## src/rtl/sbf_pkg.sv

```systemverilog
package sbf_pkg;
  localparam int FIELD_COUNT = 6;
  localparam int BYTE_BITS   = 8;
  localparam int GAP_HALVES  = 4;
  localparam int DATA_HALVES = 2 * BYTE_BITS;
  localparam int LAST_POS_I  = DATA_HALVES + GAP_HALVES;
  localparam int POS_W       = $clog2(LAST_POS_I + 1);
  localparam int IDX_W       = $clog2(FIELD_COUNT);

  localparam logic [POS_W-1:0] POS_LAST_DATA = POS_W'(DATA_HALVES);
  localparam logic [POS_W-1:0] POS_CS_OFF    = POS_W'(DATA_HALVES + 1);
  localparam logic [POS_W-1:0] POS_LAST      = POS_W'(LAST_POS_I);
  localparam logic [IDX_W-1:0] IDX_LAST      = IDX_W'(FIELD_COUNT - 1);

  typedef struct packed {
    logic loadFrame;
    logic loadByte;
    logic shiftBit;
    logic sckHigh;
    logic sckLow;
    logic csRelease;
  } dpCtrl_t;
endpackage

```

## src/rtl/sbf_halftimer.sv

```systemverilog
module sbf_halftimer #(
  parameter int DIV_W = 8
) (
  input  logic             clk,
  input  logic             rstN,
  input  logic             restart,
  input  logic             run,
  input  logic [DIV_W-1:0] divIn,
  output logic             tick
);
  logic [DIV_W-1:0] divLatch;
  logic [DIV_W-1:0] cnt;

  assign tick = run && (cnt == divLatch);

  always_ff @(posedge clk or negedge rstN) begin
    if (!rstN) begin
      divLatch <= '0;
      cnt      <= '0;
    end else if (restart) begin
      divLatch <= divIn;
      cnt      <= '0;
    end else if (run) begin
      cnt <= tick ? '0 : cnt + 1'b1;
    end
  end


  cnt_bound_chk: assert property (@(posedge clk) disable iff (!rstN)
    cnt <= divLatch);
endmodule

```

## src/rtl/sbf_ctrl.sv

```systemverilog
module sbf_ctrl
  import sbf_pkg::*;
(
  input  logic             clk,
  input  logic             rstN,
  input  logic             startReq,
  input  logic             tick,
  output logic             busy,
  output logic             done,
  output logic [IDX_W-1:0] nextField,
  output dpCtrl_t          ctl
);
  logic [POS_W-1:0] pos, posN;
  logic [IDX_W-1:0] fieldIdx, fieldIdxN;
  logic             busyN, doneN;
  logic             accept;

  assign accept = startReq && !busy;

  always_comb begin
    ctl       = '0;
    posN      = pos;
    fieldIdxN = fieldIdx;
    busyN     = busy;
    doneN     = 1'b0;
    nextField = fieldIdx + 1'b1;
    if (accept) begin
      ctl.loadFrame = 1'b1;
      ctl.loadByte  = 1'b1;
      nextField     = '0;
      posN          = '0;
      fieldIdxN     = '0;
      busyN         = 1'b1;
    end else if (busy && tick) begin
      if (pos == POS_LAST) begin
        posN = '0;
        if (fieldIdx == IDX_LAST) begin
          busyN = 1'b0;
        end else begin
          fieldIdxN    = fieldIdx + 1'b1;
          ctl.loadByte = 1'b1;
        end
      end else begin
        posN = pos + 1'b1;
        if (posN <= POS_LAST_DATA) begin
          if (posN[0]) begin
            ctl.sckHigh = 1'b1;
          end else begin
            ctl.sckLow   = 1'b1;
            ctl.shiftBit = 1'b1;
          end
        end
        if (posN == POS_CS_OFF) begin
          ctl.csRelease = 1'b1;
          doneN         = (fieldIdx == IDX_LAST);
        end
      end
    end
  end

  always_ff @(posedge clk or negedge rstN) begin
    if (!rstN) begin
      pos      <= '0;
      fieldIdx <= '0;
      busy     <= 1'b0;
      done     <= 1'b0;
    end else begin
      pos      <= posN;
      fieldIdx <= fieldIdxN;
      busy     <= busyN;
      done     <= doneN;
    end
  end


  done_single_chk: assert property (@(posedge clk) disable iff (!rstN)
    done |=> !done);


  done_last_field_chk: assert property (@(posedge clk) disable iff (!rstN)
    done |-> (busy && fieldIdx == IDX_LAST));
endmodule

```

## src/rtl/sbf_dp.sv

```systemverilog
module sbf_dp
  import sbf_pkg::*;
(
  input  logic                                  clk,
  input  logic                                  rstN,
  input  dpCtrl_t                               ctl,
  input  logic [IDX_W-1:0]                      nextField,
  input  logic [FIELD_COUNT-1:0][BYTE_BITS-1:0] fieldIn,
  output logic                                  sck,
  output logic                                  csN,
  output logic                                  mosi
);
  logic [FIELD_COUNT-1:0][BYTE_BITS-1:0] fieldStore;
  logic [BYTE_BITS-1:0]                  shiftReg;

  always_ff @(posedge clk or negedge rstN) begin
    if (!rstN) begin
      fieldStore <= '0;
    end else if (ctl.loadFrame) begin
      for (int f = 0; f < FIELD_COUNT; f++) begin
        fieldStore[f] <= fieldIn[f];
      end
    end
  end

  always_ff @(posedge clk or negedge rstN) begin
    if (!rstN) begin
      shiftReg <= '0;
    end else if (ctl.loadFrame) begin
      shiftReg <= fieldIn[0];
    end else if (ctl.loadByte) begin
      shiftReg <= fieldStore[nextField];
    end else if (ctl.shiftBit) begin
      shiftReg <= {shiftReg[BYTE_BITS-2:0], 1'b0};
    end
  end

  always_ff @(posedge clk or negedge rstN) begin
    if (!rstN) begin
      csN <= 1'b1;
      sck <= 1'b0;
    end else begin
      if (ctl.loadByte) csN <= 1'b0;
      else if (ctl.csRelease) csN <= 1'b1;
      if (ctl.sckHigh) sck <= 1'b1;
      else if (ctl.sckLow) sck <= 1'b0;
    end
  end

  assign mosi = csN ? 1'b0 : shiftReg[BYTE_BITS-1];


  sck_idle_chk: assert property (@(posedge clk) disable iff (!rstN)
    csN |-> !sck);


  mosi_stable_chk: assert property (@(posedge clk) disable iff (!rstN)
    $rose(sck) |-> $stable(mosi));
endmodule

```

## src/rtl/param_frame_spi_tx.sv

```systemverilog
module param_frame_spi_tx
  import sbf_pkg::*;
#(
  parameter int DIV_W = 8
) (
  input  logic             clk,
  input  logic             rstN,
  input  logic             startReq,
  input  logic [7:0]       ampByte,
  input  logic [7:0]       waveByte,
  input  logic [7:0]       freqPairLo,
  input  logic [7:0]       freqPairMid,
  input  logic [7:0]       freqPairHi,
  input  logic [7:0]       freqMillions,
  input  logic [DIV_W-1:0] clkDiv,
  output logic             spiSck,
  output logic             spiCsN,
  output logic             spiMosi,
  output logic             busy,
  output logic             done
);
  dpCtrl_t                               ctl;
  logic [IDX_W-1:0]                      nextField;
  logic                                  tick;
  logic [FIELD_COUNT-1:0][BYTE_BITS-1:0] fieldIn;

  assign fieldIn = {freqMillions, freqPairHi, freqPairMid, freqPairLo, waveByte, ampByte};

  sbf_halftimer #(.DIV_W(DIV_W)) i_timer (
    .clk    (clk),
    .rstN   (rstN),
    .restart(ctl.loadFrame),
    .run    (busy),
    .divIn  (clkDiv),
    .tick   (tick)
  );

  sbf_ctrl i_ctrl (
    .clk      (clk),
    .rstN     (rstN),
    .startReq (startReq),
    .tick     (tick),
    .busy     (busy),
    .done     (done),
    .nextField(nextField),
    .ctl      (ctl)
  );

  sbf_dp i_dp (
    .clk      (clk),
    .rstN     (rstN),
    .ctl      (ctl),
    .nextField(nextField),
    .fieldIn  (fieldIn),
    .sck      (spiSck),
    .csN      (spiCsN),
    .mosi     (spiMosi)
  );


  done_cs_chk: assert property (@(posedge clk) disable iff (!rstN)
    done |-> $rose(spiCsN));
endmodule

```

## config.mk

```make
export PLATFORM = sky130hd
export DESIGN_NAME = param_frame_spi_tx
export DESIGN_NICKNAME = d
export VERILOG_FILES = /design/src/rtl/sbf_pkg.sv /design/src/rtl/sbf_halftimer.sv /design/src/rtl/sbf_ctrl.sv /design/src/rtl/sbf_dp.sv /design/src/rtl/param_frame_spi_tx.sv
export SDC_FILE = /design/constraint.sdc
export NUM_CORES = 1
export LEC_CHECK = 0
export BUFFER_PORTS_ARGS = -buffer_cell sky130_fd_sc_hd__clkbuf_2
export CORE_UTILIZATION = 50
export CTS_CLUSTER_SIZE = 10
export DETAILED_ROUTE_END_ITERATION = 10
export GPL_ROUTABILITY_DRIVEN = 0
export PLACE_DENSITY_LB_ADDON = 0.08
export SLEW_MARGIN = 20
export SYNTH_ARGS = -nofsm -noshare
export SYNTH_HDL_FRONTEND = slang
export SYNTH_SLANG_ARGS = --single-unit
```

## constraint.sdc

```tcl
create_clock -name clk -period 2 [get_ports clk]
set_input_delay 0.2 -clock clk [delete_from_list [all_inputs] [get_ports clk]]
set_output_delay 0.2 -clock clk [all_outputs]
set_load 0.01 [all_outputs]
```

==> flow_summary.yaml, run 1 <==
outcome:
  status: "finished, final reports clean"
floorplan:
  pin_count: 64
  die_x_um: 94.34
  start_util_pct: 51.88
  rows: 33
  die_height_um: 94.34
  coreArea_um2: 8217
  die_area_um2: 8899
synthesis:
  syn-num-nets: 559
  ys_async_sr_fraction_pct: 100.0
  synth.distinct_cells: 47
  yosys.area.top_type_share_pct: 48.72
  syn_area_um2: 4263
  ys_warn_count: 0
  seq_area_frac_synth_pct: 49.34
  synth.avg_cell_area_um2: 8.629
  synth_edf_count: 0
  syn_inst: 494
  synthTopCellsByArea: "dfrtp_1, nand2_1, mux2i_1"
  yosysTopAreaCell: "dfrtp_1"
  ys_ff_latch: 84
  ys.flop_type: "dfrtp_1"
drt:
  drc: 0
  dr.pass1.iters: 5
  wirelength_um: 9937
  drt_iter0_drc: 149
  avgViaCountPerCell: 5.257
  drtAntennaViolNets: 0
  routedWlPerCell_um: 14.44
  vias: 3617
clocking:
  cts.sinks: 84
  cts_root_buf: "clkbuf_8"
  clk_pin_slew_ps: 90
  clk_latency_ps: 350
  clk_path_buf_depth: 2
  tritoncts: "yes"
  cts_buffers: 9
  cts.htree.levels: 3
power:
  power.density_nw_per_um2: 986.5
  peakVddDrop_uv: 416.7
  p_switching_w: 0.001701
  p_comb_share_pct: 30.3
  p_int_w: 0.003437
  power.share.clock_pct: 24.2
  leakagePower_nw: 2.640
  seqPwrFrac_pct: 45.5
  sw_frac_of_total_pct: 33.11
  power.total_w: 0.005138
timing:
  finalHoldViolCount: 0
  grt_setup_unrepaired: "true"
  min_period_over_period_pct: 98.13
  fin_skew_ps: 8.930
  timing.final.ws_setup_ps: 37.38
  period_needed_ps: 1963
  fmax_mhz: 509.5
  hold_ws_ps: 29.28
  setup_violations: 0
  slew_violations: 0
  tightest_slew_ps: 482.9
  relSlewSlack_pct: 67.47
place:
  port_buffers: 63
  post-dp-hpwl_um: 7161
  dp_slack_ps: -88.64
global_route:
  first_global_vias: 3614
  track_usage_pct: 24.46
  gr-total-overflow: 0
  antenna_found_initial: 0
  grt_first_pass_wirelength_um: 16660
  grt_max_degree: 49
finish:
  utilization_pct: 63.39
  layout_common_cells: "nand2_1, dfrtp_1, clkbuf_2, buf_4, nor2_1"
  nets: 643
  layout-drive-gt1-share_pct: 24.70
  n_antenna_cell: 0
  layout.cells.most_common: "nand2_1"
  syn2layout_area_growth_pct: 22.19
hold_path:
  hold_class: "in2reg"
setup_path:
  arrival_ps: 2200
  cp-start-kind: "flop"
  path_class: "reg2reg"
  end_kind: "flop"
  crit_required_ps: 2240
  cp_max_fo: 9
run:
  drv_cap: 0
-- final timing paths --
path | startpoint | end | slack [ps] | cells past startpoint
hold reg to reg | i_dp.fieldStore[35] | i_dp.fieldStore[35] | 480 | 2
min in group asynchronous | rstN | i_timer.divLatch[5] | 220 | 2
hold / removal | freqPairMid[7] | i_dp.fieldStore[31] | 30 | 3
max in group asynchronous | rstN | i_dp.csN | 1150 | 3
setup reg to reg | i_ctrl.pos[0] | i_dp.shiftReg[5] | 40 | 8
setup / recovery | i_ctrl.pos[0] | i_dp.shiftReg[5] | 40 | 8
-- flip-flops by register name, summed over array words and instances (netlist names) --
signal	flops
i_ctrl.fieldIdx	3
i_dp.csN	1
i_ctrl.pos	5
i_ctrl.busy	1
i_timer.divLatch	8
i_dp.sck	1
i_dp.shiftReg	8
i_dp.fieldStore	48
i_timer.cnt	8
i_ctrl.done	1
-- routing by layer --
metal,vias to the layer above,GRT usage (%),wire length (um)
met5,-,0,0
met4,0,7.821,129
met3,11,3.543,329
met2,63,44.81,5149
met1,1739,29.41,4328
li1,1804,-,-
-- what timing repair did --
item / in CTS / in global routing
buffers inserted: 2 / 6
hold buffers: 1 / 0
endpoints found under the hold margin: 59 / 0
gates resized for setup: 3 / 20
pin swaps: 2 / 13
setup endpoints to repair: 7 / 12
-- worst max-delay path, stage by stage (launching register included) --
cell,delay [ps]
dfrtp_2,450
ha_2,210
or3b_1,340
a21oi_1,130
a311o_1,160
nand4b_1,130
buf_6,180
a21boi_1,180
a2bb2oi_2,70
-- metrics by stage --
stage	area (um^2)	setup TNS, ps	instances
detailed placement	4840	-577.7	663
global placement	4840	0	663
floorplan	4285	-153.7	494
global route	5209	-330.9	688
finish	5209	0	688
CTS	5079	0	682
-- cells by family after synthesis --
logic type	Yosys count	share of synthesized area (%)
fa+ha+maj	6	1.761
flops	84	49.34
simple gates	264	26.45
xor+xnor	16	3.287
buf+inv	32	3.522
mux	17	4.021
compound gates	75	11.62
-- layout make-up --
cell class	count	area (um^2)
tap	105	131.4
timing repair buffer	100	630.6
sequential	84	2106
fill	734	3008
clock buffer	10	137.6
clock inverter	6	63.81
multi-input combinational	378	2121
inverter	5	18.77
-- synthesized netlist by cell type, types with 4 or more instances --
| master | number |
|---|---|
| inv_1 | 5 |
| a2bb2oi_1 | 7 |
| a21oi_1 | 16 |
| nor2b_1 | 8 |
| ha_1 | 6 |
| nor2_1 | 27 |
| nor3_1 | 11 |
| a21boi_0 | 7 |
| a211o_1 | 6 |
| xor2_1 | 4 |
| dfrtp_1 | 83 |
| nand3_1 | 10 |
| nand2b_1 | 6 |
| clkbuf_1 | 14 |
| o21ai_0 | 21 |
| mux2i_1 | 16 |
| o211ai_1 | 4 |
| nand2_1 | 183 |
| o31ai_1 | 5 |
| buf_2 | 5 |
| xnor2_1 | 12 |
-- power by group through the flow --
stage	sequential [W]	clock, W	combinational, W
floorplan	0.00230	0	0.00101
global placement	0.00234	0	0.00143
detailed placement	0.00236	0	0.00147
CTS	0.00233	0.00127	0.00149
global route	0.00239	0.00133	0.00174
finish	0.00234	0.00125	0.00156
No activity file was read; power rests on OpenSTA's default activity.
==> run 2: changes to the inputs <==
CORE_UTILIZATION = 48   (was 50)
==> run 2 against run 1 <==
  * The flow now finishes with violations (setup timing)
  * Cell count is 1.3% higher
  * Utilization is 2.7 points lower
  * Sequential share of layout area is 0.48 points lower
  * Highest routed layer unchanged
==> flow_summary.yaml, run 2 (synthesis results as in run 1) <==
outcome:
  status: "complete, but fails checks"
  violations: "setup timing"
floorplan:
  rows: 34
  start_util_pct: 49.12
  pin_count: 64
  die_height_um: 96.24
  die_area_um2: 9262
  coreArea_um2: 8678
  die_x_um: 96.24
drt:
  vias: 3623
  drc: 0
  drt_iter0_drc: 153
  avgViaCountPerCell: 5.198
  wirelength_um: 10190
  dr.pass1.iters: 4
  routedWlPerCell_um: 14.62
  drtAntennaViolNets: 0
timing:
  fin_skew_ps: 11.71
  hold_ws_ps: 35.61
  tightest_slew_ps: 522.7
  relSlewSlack_pct: 64.78
  grt_setup_unrepaired: "true"
  timing.final.ws_setup_ps: -13.73
  slew_violations: 0
  fmax_mhz: 496.6
  setup_violations: 3
  min_period_over_period_pct: 100.7
  period_needed_ps: 2014
  finalHoldViolCount: 0
clocking:
  cts_root_buf: "clkbuf_8"
  clk_latency_ps: 350
  cts_buffers: 9
  clk_pin_slew_ps: 90
  cts.sinks: 84
  clk_path_buf_depth: 2
  tritoncts: "yes"
  cts.htree.levels: 3
finish:
  syn2layout_area_growth_pct: 23.66
  layout.cells.most_common: "nand2_1"
  nets: 650
  layout_common_cells: "nand2_1, dfrtp_1, clkbuf_2, buf_4, nor2_1"
  largest_reg_flops: 48
  layout-drive-gt1-share_pct: 24.96
  fin_cells: 697
  regMostFlops: "i_dp.fieldStore"
  n_antenna_cell: 0
run:
  drv_cap: 0
setup_path:
  arrival_ps: 2300
  r2r_end: "i_dp.shiftReg[4]"
  cp-start-kind: "flop"
  path_class: "reg2reg"
  crit_required_ps: 2280
  end_kind: "flop"
  rr_worst_depth: 9
  r2r_start: "i_ctrl.pos[1]"
  cp_max_fo: 5
  rrSetupSlack_ps: -10
place:
  port_buffers: 63
  placed_cells: 673
  post-dp-hpwl_um: 7301
power:
  peakVddDrop_uv: 486.8
  power.total_w: 0.005331
  leakagePower_nw: 2.680
  power.density_nw_per_um2: 1011
hold_path:
  hold_class: "in2reg"
  whs_endpoint: "i_dp.fieldStore[45]"
  min_from: "freqMillions[5]"
  hold_depth: 3
global_route:
  grt_max_degree: 45
  track_usage_pct: 23.97
  first_global_vias: 3646
  antenna_found_initial: 0
  grt_first_pass_wirelength_um: 16830
  gr-total-overflow: 0
run 2: changes by cell type in the layout (fill, tap and decap cells not counted), sizes merged:
cell	previous run	this run
clkinv	3	1
bufinv	1	2
clkbuf	72	73
clkinvlp	2	1
or3	4	5
buf	37	43
run 2: per-stage QoR:
step	TNS [ps]	util, %	instance area (um^2)	worst slack [ps]
global placement	-421.8	56.42	4896	-61.61
detailed placement	-645.9	56.42	4896	-102.2
CTS	-2.699	60.03	5210	-2.699
finish	-22.96	60.74	5271	-13.73
global route	-755.1	60.74	5271	-119.7
floorplan	-153.7	-	4285	-21.97
run 2: layer usage:
metal	global-route usage, %	vias up	part of all wire [%]
met5	0	-	0
met4	11.19	0	2.4
met3	4.186	23	3.9
met2	38.77	88	47
met1	31.19	1687	47
li1	-	1825	-
run 2: worst max-delay path by stage:
stage               cells after the start  slack (ps)                 from               end
finish                                  9         -10        i_ctrl.pos[1]  i_dp.shiftReg[4]
global route                            9        -120        i_ctrl.pos[1]  i_dp.shiftReg[1]
CTS                                     7          -3  i_timer.divLatch[6]  i_dp.shiftReg[7]
detailed placement                      8        -100        i_ctrl.pos[1]  i_dp.shiftReg[4]
global placement                        8         -60        i_ctrl.pos[1]  i_dp.shiftReg[3]
floorplan                               8         -20        i_ctrl.pos[0]  i_dp.shiftReg[6]
run 2: layout make-up:
cell class | instances | area [um^2]
timing repair buffer | 106 | 665.6
fill | 803 | 3407
tap | 108 | 135.1
sequential | 84 | 2106
inverter | 5 | 18.77
clock inverter | 4 | 72.57
clock buffer | 11 | 151.4
multi-input combinational | 379 | 2122
run 2: worst max-delay path, stage by stage (launching register included):
cell	delay [ps]
dfrtp_2	450
inv_2	90
ha_4	130
and4b_1	240
nand2_2	90
nor4_4	290
buf_4	210
nor2_2	40
a211o_1	280
a2bb2oi_2	120
run 2: what timing repair did:
item,CTS,global route
hold buffers,1,0
hold endpoints to repair,22,0
gates cloned,1,1
setup buffers,5,1
gates resized for setup,10,10
setup endpoints to repair,7,15
pin swaps,10,2
run 2: report_power, final:
part / total (W) / internal [W] / switching [W]
logic: 0.00163 / 0.000814 / 0.000817
clock network: 0.00136 / 0.000763 / 0.000599
registers: 0.00234 / 0.00205 / 0.000291
==> run 3: changes to the inputs <==
RECOVER_POWER = 50   (was default)
==> run 3 against run 2 <==
  * The flow still finishes with violations (setup timing)
  * Via count about the same
  * Critical path depth unchanged
  * Highest routed layer unchanged
  * First-iteration DRC count unchanged
  * Count of clock-buffer cells in the layout unchanged
  * Die area unchanged
==> flow_summary.yaml, run 3 (synthesis results as in run 1) <==
hold_path:
  min_from: "freqMillions[5]"
  hold_depth: 3
  whs_endpoint: "i_dp.fieldStore[45]"
  hold_class: "in2reg"
setup_path:
  rrSetupSlack_ps: -10
  crit_chain: "inv_2 -> ha_4 -> and4b_1 -> nand2_2 -> nor4_4 -> buf_4 -> nor2_2 -> a211o_1 -> a2bb2oi_2"
  cpPeakStageDelay_ps: 450
  end_kind: "flop"
  rr_worst_depth: 9
  cp-start-kind: "flop"
  cp_max_fo: 5
  crit_required_ps: 2280
  path_class: "reg2reg"
  r2r_end: "i_dp.shiftReg[4]"
  r2r_start: "i_ctrl.pos[1]"
  arrival_ps: 2300
  slowest_stage: "dfrtp_2"
floorplan:
  coreArea_um2: 8678
  die_x_um: 96.24
  die_height_um: 96.24
  rows: 34
  start_util_pct: 49.12
  die_area_um2: 9262
  pin_count: 64
timing:
  grt_setup_unrepaired: "true"
  fmax_mhz: 496.6
  relSlewSlack_pct: 1.014
  timing.final.ws_setup_ps: -13.76
  hold_ws_ps: 35.63
  setup_violations: 3
  fin_skew_ps: 11.71
  min_period_over_period_pct: 100.7
  slew_violations: 0
  tightest_slew_ps: 1485
  period_needed_ps: 2014
  finalHoldViolCount: 0
place:
  port_buffers: 63
  postPlaceCellArea_um2: 4896
  placed_cells: 673
  post-dp-hpwl_um: 7301
drt:
  routedWlPerCell_um: 14.60
  avgViaCountPerCell: 5.202
  drt_iter0_drc: 153
  drc: 0
  drtAntennaViolNets: 0
  wirelength_um: 10180
  vias: 3626
  dr.pass1.iters: 4
finish:
  seq_area_um2: 2106
  utilization_pct: 60.70
  layout-drive-gt1-share_pct: 24.79
  fin_area_um2: 5268
  nets: 650
  multiInputGateArea_um2: 2122
  regMostFlops: "i_dp.fieldStore"
  fin_cells: 697
  syn2layout_area_growth_pct: 23.57
  largest_reg_flops: 48
  n_antenna_cell: 0
  n_fill_cell: 803
  layout.cells.most_common: "nand2_1"
  layout_common_cells: "nand2_1, dfrtp_1, clkbuf_2, buf_4, nor2_1"
global_route:
  first_global_vias: 3646
  grt_max_degree: 45
  track_usage_pct: 23.97
  grt_first_pass_wirelength_um: 16830
  antenna_found_initial: 0
  gr-total-overflow: 0
power:
  peakVddDrop_uv: 486.8
  leakagePower_nw: 2.677
  power.density_nw_per_um2: 1012
clocking:
  cts_buffers: 9
  cts.sinks: 84
  tritoncts: "yes"
  cts.htree.levels: 3
  cts_root_buf: "clkbuf_8"
  clk_pin_slew_ps: 90
  clk_latency_ps: 350
  clk_path_buf_depth: 2
run:
  drv_cap: 0
outcome:
  status: "complete, but fails checks"
  violations: "setup timing"
-- run 3: layout make-up --
| cell class | count | area share, % |
|---|---|---|
| inverters | 5 | 0.3563 |
| clock buffers | 11 | 2.874 |
| clock inverters | 4 | 1.378 |
| flip-flops and latches | 84 | 39.98 |
| multi-input cells | 379 | 40.29 |
| repair buffers | 106 | 12.57 |
| well taps | 108 | 2.565 |
-- run 3: worst max-delay path by stage --
stage                                   to           startpoint  cells past startpoint
after floorplan           i_dp.shiftReg[6]        i_ctrl.pos[0]                      8
after global placement    i_dp.shiftReg[3]        i_ctrl.pos[1]                      8
after detailed placement  i_dp.shiftReg[4]        i_ctrl.pos[1]                      8
after CTS                 i_dp.shiftReg[7]  i_timer.divLatch[6]                      7
after global routing      i_dp.shiftReg[1]        i_ctrl.pos[1]                      9
final                     i_dp.shiftReg[4]        i_ctrl.pos[1]                      9
-- run 3: stage by stage --
step | total power, W | setup slack [ps] | TNS, ps
after floorplan | 0.003311 | -21.97 | -153.7
after global placement | 0.003768 | -61.61 | -421.8
after detailed placement | 0.003821 | -102.2 | -645.9
after CTS | 0.005287 | -2.699 | -2.699
after global routing | 0.005673 | -119.7 | -1588
final | 0.005330 | -13.76 | -23.44
-- run 3: routing by layer --
layer  track usage (%)  vias to the layer above  part of all wire (%)
li1                  -                     1825                     -
met1             31.19                     1688                    47
met2             38.77                       90                    47
met3             4.186                       23                   4.1
met4             11.19                        0                   2.4
met5                 0                        -                     0
-- run 3: what timing repair did --
item                                    in CTS  in global routing
hold buffers                                 1                  0
resized for setup                           10                 10
endpoints found under the hold margin       22                  0
setup buffers                                5                  1
pin swaps                                   10                  2
endpoints found under the setup margin       7                 15
gates cloned                                 1                  1
-- run 3: power by group --
part | switching, W | internal, W
registers | 0.000291 | 0.00205
logic | 0.000817 | 0.000813
clock network | 0.000598 | 0.000763
-- run 3: worst max-delay path, delay by kind of cell (launching register included) --
family / cells / cell delay [ps]
buf+inv: 2 / 300
flops: 1 / 450
fa+ha+maj: 1 / 130
compound gates: 2 / 400
simple gates: 4 / 660
